==> src/rtl/gpio_pkg.sv <==
// Package: word offsets (byte offset >> 2), unlock key and identification
// bytes shared by the port controller and its submodules.
package gpio_pkg;
    localparam logic [9:0] W_DIR     = 10'h100;
    localparam logic [9:0] W_SENSE   = 10'h101;
    localparam logic [9:0] W_BOTH    = 10'h102;
    localparam logic [9:0] W_EVT     = 10'h103;
    localparam logic [9:0] W_IMASK   = 10'h104;
    localparam logic [9:0] W_RAW     = 10'h105;
    localparam logic [9:0] W_MASKED  = 10'h106;
    localparam logic [9:0] W_CLEAR   = 10'h107;
    localparam logic [9:0] W_ALTFN   = 10'h108;
    localparam logic [9:0] W_PAD0    = 10'h140;
    localparam logic [9:0] W_LOCK    = 10'h148;
    localparam logic [9:0] W_COMMIT  = 10'h149;
    localparam logic [9:0] W_ID0     = 10'h3F4;
    localparam int         PAD_REGS  = 8;
    localparam logic [31:0] UNLOCK_KEY = 32'h0ACC_E551;

    // Identification byte for index 0..11; other indices give zero.
    function automatic logic [7:0] id_byte(input logic [3:0] idx);
        case (idx)
            4'd4:    return 8'h61;
            4'd6:    return 8'h18;
            4'd7:    return 8'h01;
            4'd8:    return 8'h0D;
            4'd9:    return 8'hF0;
            4'd10:   return 8'h05;
            4'd11:   return 8'hB1;
            default: return 8'h00;
        endcase
    endfunction
endpackage

==> src/rtl/gpio_sync.sv <==
// Multi-stage synchronizer for asynchronous pin levels.
// Assumes STAGES >= 1; output lags the pin by STAGES clock edges; resets low.
module gpio_sync #(
    parameter int WIDTH  = 8,
    parameter int STAGES = 2
) (
    input  logic             clk,
    input  logic             rst_n,
    input  logic [WIDTH-1:0] async_in,
    output logic [WIDTH-1:0] sync_out
);
    logic [WIDTH-1:0] stage_q [STAGES];

    generate
        for (genvar s = 0; s < STAGES; s++) begin : g_stage
            // Shift the pin level one stage further each clock.
            always_ff @(posedge clk) begin
                if (!rst_n)     stage_q[s] <= '0;
                else if (s == 0) stage_q[s] <= async_in;
                else            stage_q[s] <= stage_q[(s == 0) ? 0 : s-1];
            end
        end
    endgenerate

    assign sync_out = stage_q[STAGES-1];
endmodule

==> src/rtl/gpio_key_lock.sv <==
// Key-protected lock and commit register.
// Assumes lock_wr/commit_wr are single-cycle decoded write strobes.
// Resets locked with every commit bit set.
module gpio_key_lock #(
    parameter int NPINS = 8
) (
    input  logic             clk,
    input  logic             rst_n,
    input  logic             lock_wr,
    input  logic             commit_wr,
    input  logic [31:0]      wr_data,
    output logic             locked,
    output logic [NPINS-1:0] commit
);
    import gpio_pkg::*;

    // Lock flag: only the exact key opens it, anything else closes it.
    always_ff @(posedge clk) begin
        if (!rst_n)       locked <= 1'b1;
        else if (lock_wr) locked <= (wr_data != UNLOCK_KEY);
    end

    // Commit register: writable only while open.
    always_ff @(posedge clk) begin
        if (!rst_n)                    commit <= '1;
        else if (commit_wr && !locked) commit <= wr_data[NPINS-1:0];
    end

    a_r6_relock_on_wrong_key: assert property (@(posedge clk) disable iff (!rst_n)
        (lock_wr && wr_data != UNLOCK_KEY) |=> locked);
    a_r7_commit_frozen: assert property (@(posedge clk) disable iff (!rst_n)
        (commit_wr && locked) |=> $stable(commit));
endmodule

==> src/rtl/gpio_irq_detect.sv <==
// Per-pin interrupt detection: level or edge (single or both) on the
// synchronized input, collected into sticky raw status bits.
// Assumes level_in is already synchronized; only input pins (dir=0) set bits.
// A set condition in the same cycle as a clear wins.
module gpio_irq_detect #(
    parameter int NPINS = 8
) (
    input  logic             clk,
    input  logic             rst_n,
    input  logic [NPINS-1:0] level_in,
    input  logic [NPINS-1:0] dir,
    input  logic [NPINS-1:0] sense,
    input  logic [NPINS-1:0] both,
    input  logic [NPINS-1:0] evt,
    input  logic             clr_wr,
    input  logic [NPINS-1:0] clr_bits,
    output logic [NPINS-1:0] raw
);
    logic [NPINS-1:0] prev_q;
    logic [NPINS-1:0] edge_hit, level_hit, set_bits, clr_eff;

    // Decode the per-pin trigger condition from the configuration.
    always_comb begin
        edge_hit  = (both & (level_in ^ prev_q))
                  | (~both &  evt &  level_in & ~prev_q)
                  | (~both & ~evt & ~level_in &  prev_q);
        level_hit = ~(level_in ^ evt);
        set_bits  = ~dir & ((sense & level_hit) | (~sense & edge_hit));
        clr_eff   = clr_wr ? clr_bits : '0;
    end

    // Previous level for edge detection, and sticky status update.
    always_ff @(posedge clk) begin
        if (!rst_n) begin
            prev_q <= '0;
            raw    <= '0;
        end else begin
            prev_q <= level_in;
            raw    <= (raw & ~clr_eff) | set_bits;
        end
    end

    a_r9_new_status_only_on_inputs: assert property (@(posedge clk) disable iff (!rst_n)
        (raw & ~$past(raw) & $past(dir)) == '0);
endmodule

==> src/rtl/gpio_port_ctl.sv <==
// Eight-pin GPIO port controller with address-masked data access,
// direction control, interrupt configuration/status, pad storage,
// key-guarded alternate-function select and an identification window.
// Assumes NPINS <= 8 (mask taken from address bits [2 +: NPINS]);
// bit [1:0] of the offset is ignored; read data is registered.
module gpio_port_ctl #(
    parameter int NPINS       = 8,
    parameter int SYNC_STAGES = 2
) (
    input  logic             clk,
    input  logic             rst_n,
    input  logic             wr_en,
    input  logic             rd_en,
    input  logic [11:0]      addr,
    input  logic [31:0]      wr_data,
    output logic [NPINS-1:0] rd_data,
    input  logic [NPINS-1:0] pin_in,
    output logic [NPINS-1:0] pin_out,
    output logic             irq
);
    import gpio_pkg::*;

    localparam int PAD_SEL_W = $clog2(PAD_REGS);

    logic [9:0]       word;
    logic             in_data_win, in_pad_win, in_id_win;
    logic [NPINS-1:0] addr_mask, wr_mask, wbits;
    logic [NPINS-1:0] data_q, dir_q, sense_q, both_q, evt_q, imask_q, altfn_q;
    logic [NPINS-1:0] pad_q [PAD_REGS];
    logic [NPINS-1:0] level_s, raw_st, commit;
    logic             locked;
    logic [NPINS-1:0] rd_mux;

    assign word        = addr[11:2];
    assign in_data_win = (addr[11:10] == 2'b00);
    assign in_pad_win  = (word[9:PAD_SEL_W] == W_PAD0[9:PAD_SEL_W]);
    assign in_id_win   = (word >= W_ID0);
    assign addr_mask   = addr[2 +: NPINS];
    assign wr_mask     = (wr_en && in_data_win) ? addr_mask : '0;
    assign wbits       = wr_data[NPINS-1:0];

    gpio_sync #(.WIDTH(NPINS), .STAGES(SYNC_STAGES)) u_sync (
        .clk(clk), .rst_n(rst_n), .async_in(pin_in), .sync_out(level_s));

    gpio_key_lock #(.NPINS(NPINS)) u_lock (
        .clk(clk), .rst_n(rst_n),
        .lock_wr(wr_en && word == W_LOCK),
        .commit_wr(wr_en && word == W_COMMIT),
        .wr_data(wr_data), .locked(locked), .commit(commit));

    gpio_irq_detect #(.NPINS(NPINS)) u_irq (
        .clk(clk), .rst_n(rst_n), .level_in(level_s), .dir(dir_q),
        .sense(sense_q), .both(both_q), .evt(evt_q),
        .clr_wr(wr_en && word == W_CLEAR), .clr_bits(wbits), .raw(raw_st));

    generate
        for (genvar b = 0; b < NPINS; b++) begin : g_data
            // Data bit: masked write for outputs, synchronized level for inputs.
            always_ff @(posedge clk) begin
                if (!rst_n)          data_q[b] <= 1'b0;
                else if (!dir_q[b])  data_q[b] <= level_s[b];
                else if (wr_mask[b]) data_q[b] <= wbits[b];
            end
        end
        for (genvar p = 0; p < PAD_REGS; p++) begin : g_pad
            // Pad-control storage register p.
            always_ff @(posedge clk) begin
                if (!rst_n) pad_q[p] <= '0;
                else if (wr_en && in_pad_win && word[PAD_SEL_W-1:0] == PAD_SEL_W'(p))
                    pad_q[p] <= wbits;
            end
        end
    endgenerate

    // Direction and interrupt configuration registers.
    always_ff @(posedge clk) begin
        if (!rst_n) begin
            dir_q <= '0; sense_q <= '0; both_q <= '0; evt_q <= '0; imask_q <= '0;
        end else if (wr_en) begin
            case (word)
                W_DIR:   dir_q   <= wbits;
                W_SENSE: sense_q <= wbits;
                W_BOTH:  both_q  <= wbits;
                W_EVT:   evt_q   <= wbits;
                W_IMASK: imask_q <= wbits;
                default: ;
            endcase
        end
    end

    // Alternate-function select, gated bit by bit by the commit register.
    always_ff @(posedge clk) begin
        if (!rst_n)                      altfn_q <= '0;
        else if (wr_en && word == W_ALTFN) altfn_q <= (altfn_q & ~commit) | (wbits & commit);
    end

    // Read multiplexer over all windows and registers.
    always_comb begin
        rd_mux = '0;
        if (in_data_win)     rd_mux = data_q & addr_mask;
        else if (in_pad_win) rd_mux = pad_q[word[PAD_SEL_W-1:0]];
        else if (in_id_win)  rd_mux = NPINS'(id_byte(word[3:0] - 4'd4));
        else begin
            case (word)
                W_DIR:    rd_mux = dir_q;
                W_SENSE:  rd_mux = sense_q;
                W_BOTH:   rd_mux = both_q;
                W_EVT:    rd_mux = evt_q;
                W_IMASK:  rd_mux = imask_q;
                W_RAW:    rd_mux = raw_st;
                W_MASKED: rd_mux = raw_st & imask_q;
                W_ALTFN:  rd_mux = altfn_q;
                W_LOCK:   rd_mux = NPINS'(locked);
                W_COMMIT: rd_mux = commit;
                default:  rd_mux = '0;
            endcase
        end
    end

    // Registered read data, updated on each read strobe.
    always_ff @(posedge clk) begin
        if (!rst_n)     rd_data <= '0;
        else if (rd_en) rd_data <= rd_mux;
    end

    assign pin_out = (data_q & dir_q) | ~dir_q;
    assign irq     = |(raw_st & imask_q);

    a_r3_unmasked_outputs_hold: assert property (@(posedge clk) disable iff (!rst_n)
        ((data_q ^ $past(data_q)) & $past(dir_q) & ~$past(wr_mask)) == '0);
    a_r8_altfn_uncommitted_hold: assert property (@(posedge clk) disable iff (!rst_n)
        ((altfn_q ^ $past(altfn_q)) & ~$past(commit)) == '0);
    a_r11_irq_low_without_mask: assert property (@(posedge clk) disable iff (!rst_n)
        (imask_q == '0) |-> !irq);
endmodule

==> config.mk <==
export PLATFORM = sky130hd
export DESIGN_NAME = gpio_port_ctl
export DESIGN_NICKNAME = d
export VERILOG_FILES = /design/src/rtl/gpio_pkg.sv /design/src/rtl/gpio_sync.sv /design/src/rtl/gpio_key_lock.sv /design/src/rtl/gpio_irq_detect.sv /design/src/rtl/gpio_port_ctl.sv
export SDC_FILE = /design/constraint.sdc
export NUM_CORES = 1
export LEC_CHECK = 0
export ABC_CLOCK_PERIOD_IN_PS = 1900
export BUFFER_PORTS_ARGS = -buffer_cell sky130_fd_sc_hd__buf_2
export CORE_MARGIN = 2
export CORE_UTILIZATION = 45
export DETAILED_ROUTE_END_ITERATION = 16
export PLACE_DENSITY = 0.71
export SLEW_MARGIN = 20
export SYNTH_ARGS = -nofsm -noshare
export SYNTH_HDL_FRONTEND = slang
export SYNTH_SLANG_ARGS = --single-unit
==> constraint.sdc <==
create_clock -name clk -period 1.9 [get_ports clk]
set_input_delay 0.095 -clock clk [delete_from_list [all_inputs] [get_ports clk]]
set_output_delay 0.095 -clock clk [all_outputs]
set_load 0.02 [all_outputs]
==> run summary <==
Clk sinks = 169
WP data arrival = 1710 ps
Final slew viol count = 0
Number of buffers created by CTS = 17
# DRC = 0
Die Y-Extent = 141 um
Yosys reg bits = 169
Tcrit/Tclk final = 95.1%
RSZ-0062 raised after global routing = false
Slew HR = 59.9%
Vias in the first global route = 6711
Max Clock Freq = 0.553 GHz
First-pass GRT wire length = 38900 um
Top-Level Pins = 73
Final GP Congestion = 0.954
Finish-stage setup viols = 0
Crit path kind = reg -> out
GR Overflow Total = 0
Nets = 1043
Leakage = 0.00392 uW
Power Density = 796 nW/um2
Die X = 141 um
Critical-path top delay cell = dfxtp_1
Mapped Area = 8500 um2
VDD IR max = 0.000506 V
Fin cells = 1234
Initial Utilization = 45.6%
Placed Cells = 1193
Critical Path Max Stage Delay = 350 ps
Cell breakdown of the critical path = a22o_1 > a221oi_1 > nand4_1 > buf_2
Hold Fails Final Rpt = 0
Core area = 18600 um2
Startpoint class of the critical path = register
Max_cap viols = 0
Total wire length = 25500 um
Routed via count = 7253
Final Skew = 6.33 ps
Crit Path Max Fanout = 3
Initial DRC count = 989
GRT Resource Usage Total = 26.0%
Final Cell Area = 10300 um2
Longest Clk Path Bufs = 2
Required @ worst endpoint = 1800 ps
Syn_nets = 915
Clock Pin Slew Worst Setup and Hold Paths = 70 ps
Yosys warning count = 0
DR WL/cell = 20.7 um
Antenna violations before repair = 1
Unique cell type count in the Yosys netlist = 66
Antenna viol nets, final = 0
Clk root buf = clkbuf_16
EDFF count, synth = 64
Most common cell after layout, fill and taps aside = nand2_1
H-tree depth = 4
Syn Inst Count = 859
Worst-Margin Slew = 599 ps
Worst skew pair latency = 430 ps
Largest net degree at the start of global routing = 80
Seq/Total Area, Yosys = 47.3%
FP Rows = 50
CTS tree = built
Fill cell count = 1597
Via density = 5.88
DP Area = 9590 um2
Synth async-reset ratio = 0%
Layout cell share with drive strength beyond 1 = 23.0%
Post-layout min period = 1810 ps
Overall power = 8190 uW
Synth Flop Type = dfxtp_1
Crit. End Element = output pin
Area growth, synth to finish = 20.9%
Setup TNS Final = 0 ps
Avg Cell Area, Syn = 9.90 um2
WP buf/inv = 1
Full die area = 20000 um2
Commonest cells after routing, fill and taps aside = 140 x nand2_1, 105 x dfxtp_1, 95 x and2_1
Diode count = 0
Port bufs = 70
Min-delay worst type = in -> reg
Detailed-router iteration count before antenna repair = 7
Post-cts sizing count = 0
Hpwl dp = 18400 um
Crit-path leading delay family = compound AO/OA/AOI/OAI gates
Final Util = 55.2%
Status = finished, final reports clean
-- synthesized netlist by cell type (all sizes together), types with 5 or more instances --
cell | number | area [um2]
mux2i | 29 | 290
and2 | 95 | 594
mux2 | 7 | 78.8
nand4 | 8 | 50.1
a22oi | 10 | 75.1
o211a | 8 | 80.1
mux4 | 15 | 338
nor3b | 9 | 82.6
a31oi | 18 | 113
edfxtp | 64 | 1920
o21ai | 27 | 135
buf | 33 | 180
nand2 | 141 | 537
dfxtp | 105 | 2100
nand2b | 13 | 81.3
o31ai | 5 | 37.5
and3 | 9 | 56.3
o21a | 9 | 67.6
nand3 | 34 | 170
clkbuf | 26 | 97.6
a21boi | 55 | 413
nor4 | 8 | 116
inv | 7 | 26.3
nand3b | 12 | 90.1
nor3 | 10 | 75.1
nor2b | 5 | 31.3
a21oi | 14 | 70.1
xor2 | 8 | 70.1
nor2 | 25 | 96.4
o211ai | 6 | 45.0
-- flip-flops by register name, summed over array words and instances, names as in the netlist, named ones only --
signal / flops
u_lock.locked: 1
rd_data: 8
u_irq.prev_q: 8
both_q: 8
data_q: 8
u_lock.commit: 8
evt_q: 8
u_sync.stage_q: 16
pad_q: 64
sense_q: 8
u_irq.raw: 8
dir_q: 8
imask_q: 8
-- worst min-delay path, stage by stage --
cell      delay (ps)
buf_2            220
nand2_1          100
a21boi_1          50
-- area by class of cell --
class	count	area, um2	area share, %
Clock inverter	15	179	1.74
Multi-Input combinational cell	624	4180	40.6
Tap cell	234	293	2.85
Inverter	7	26.3	0.255
Sequential cell	169	4020	39.1
Timing Repair Buffer	168	1160	11.3
Clock buffer	17	425	4.14
-- report_power, final --
group | total, uW | switching (uW) | internal (uW)
Combinational | 695 | 405 | 290
Sequential | 3920 | 57.4 | 3860
Clock | 3580 | 1590 | 1990
Total | 8190 | 2050 | 6140
-- metrics by stage --
stage	hold WS [ps]	setup slack, ps
after floorplan	222	-2.26
after global placement	300	-16.6
after detailed placement	303	-46.9
after CTS	63.2	99.7
after global routing	77.5	65.5
final	82.8	93.0
-- cells by family after synthesis --
logic type	Yosys count	synth area share (%)
muxes	51	8.31
and+or+nand+nor	388	25.3
buffers and inverters	66	3.58
DFF	169	47.3
AOI/OAI and AO/OA	176	14.6
xor gates and xnor gates	9	0.927
-- repair_timing --
action | in CTS | in global routing
hold endpoints to repair | 14 | 0
buffers inserted | 0 | 0
hold buffers | 9 | 0
-- per-layer routing --
metal,vias up,global-route usage [%],wire [um]
met5,-,0,0
met4,0,7.32,492
met3,38,6.58,2370
met2,331,40.9,11800
met1,3526,35.9,10900
li1,3358,-,-
-- path summary, 6_finish.rpt --
check | startpoint | endpoint | slack [ps] | cells past startpoint
min reg2reg | u_sync.stage_q[0][2] | u_sync.stage_q[1][2] | 430 | 1
max | u_irq.raw[2] | irq | 90 | 4
min | wr_data[0] | dir_q[0] | 80 | 3
max reg2reg | pad_q[4][1] | rd_data[1] | 330 | 4
Note: power is estimated with default switching activity, not from simulation.
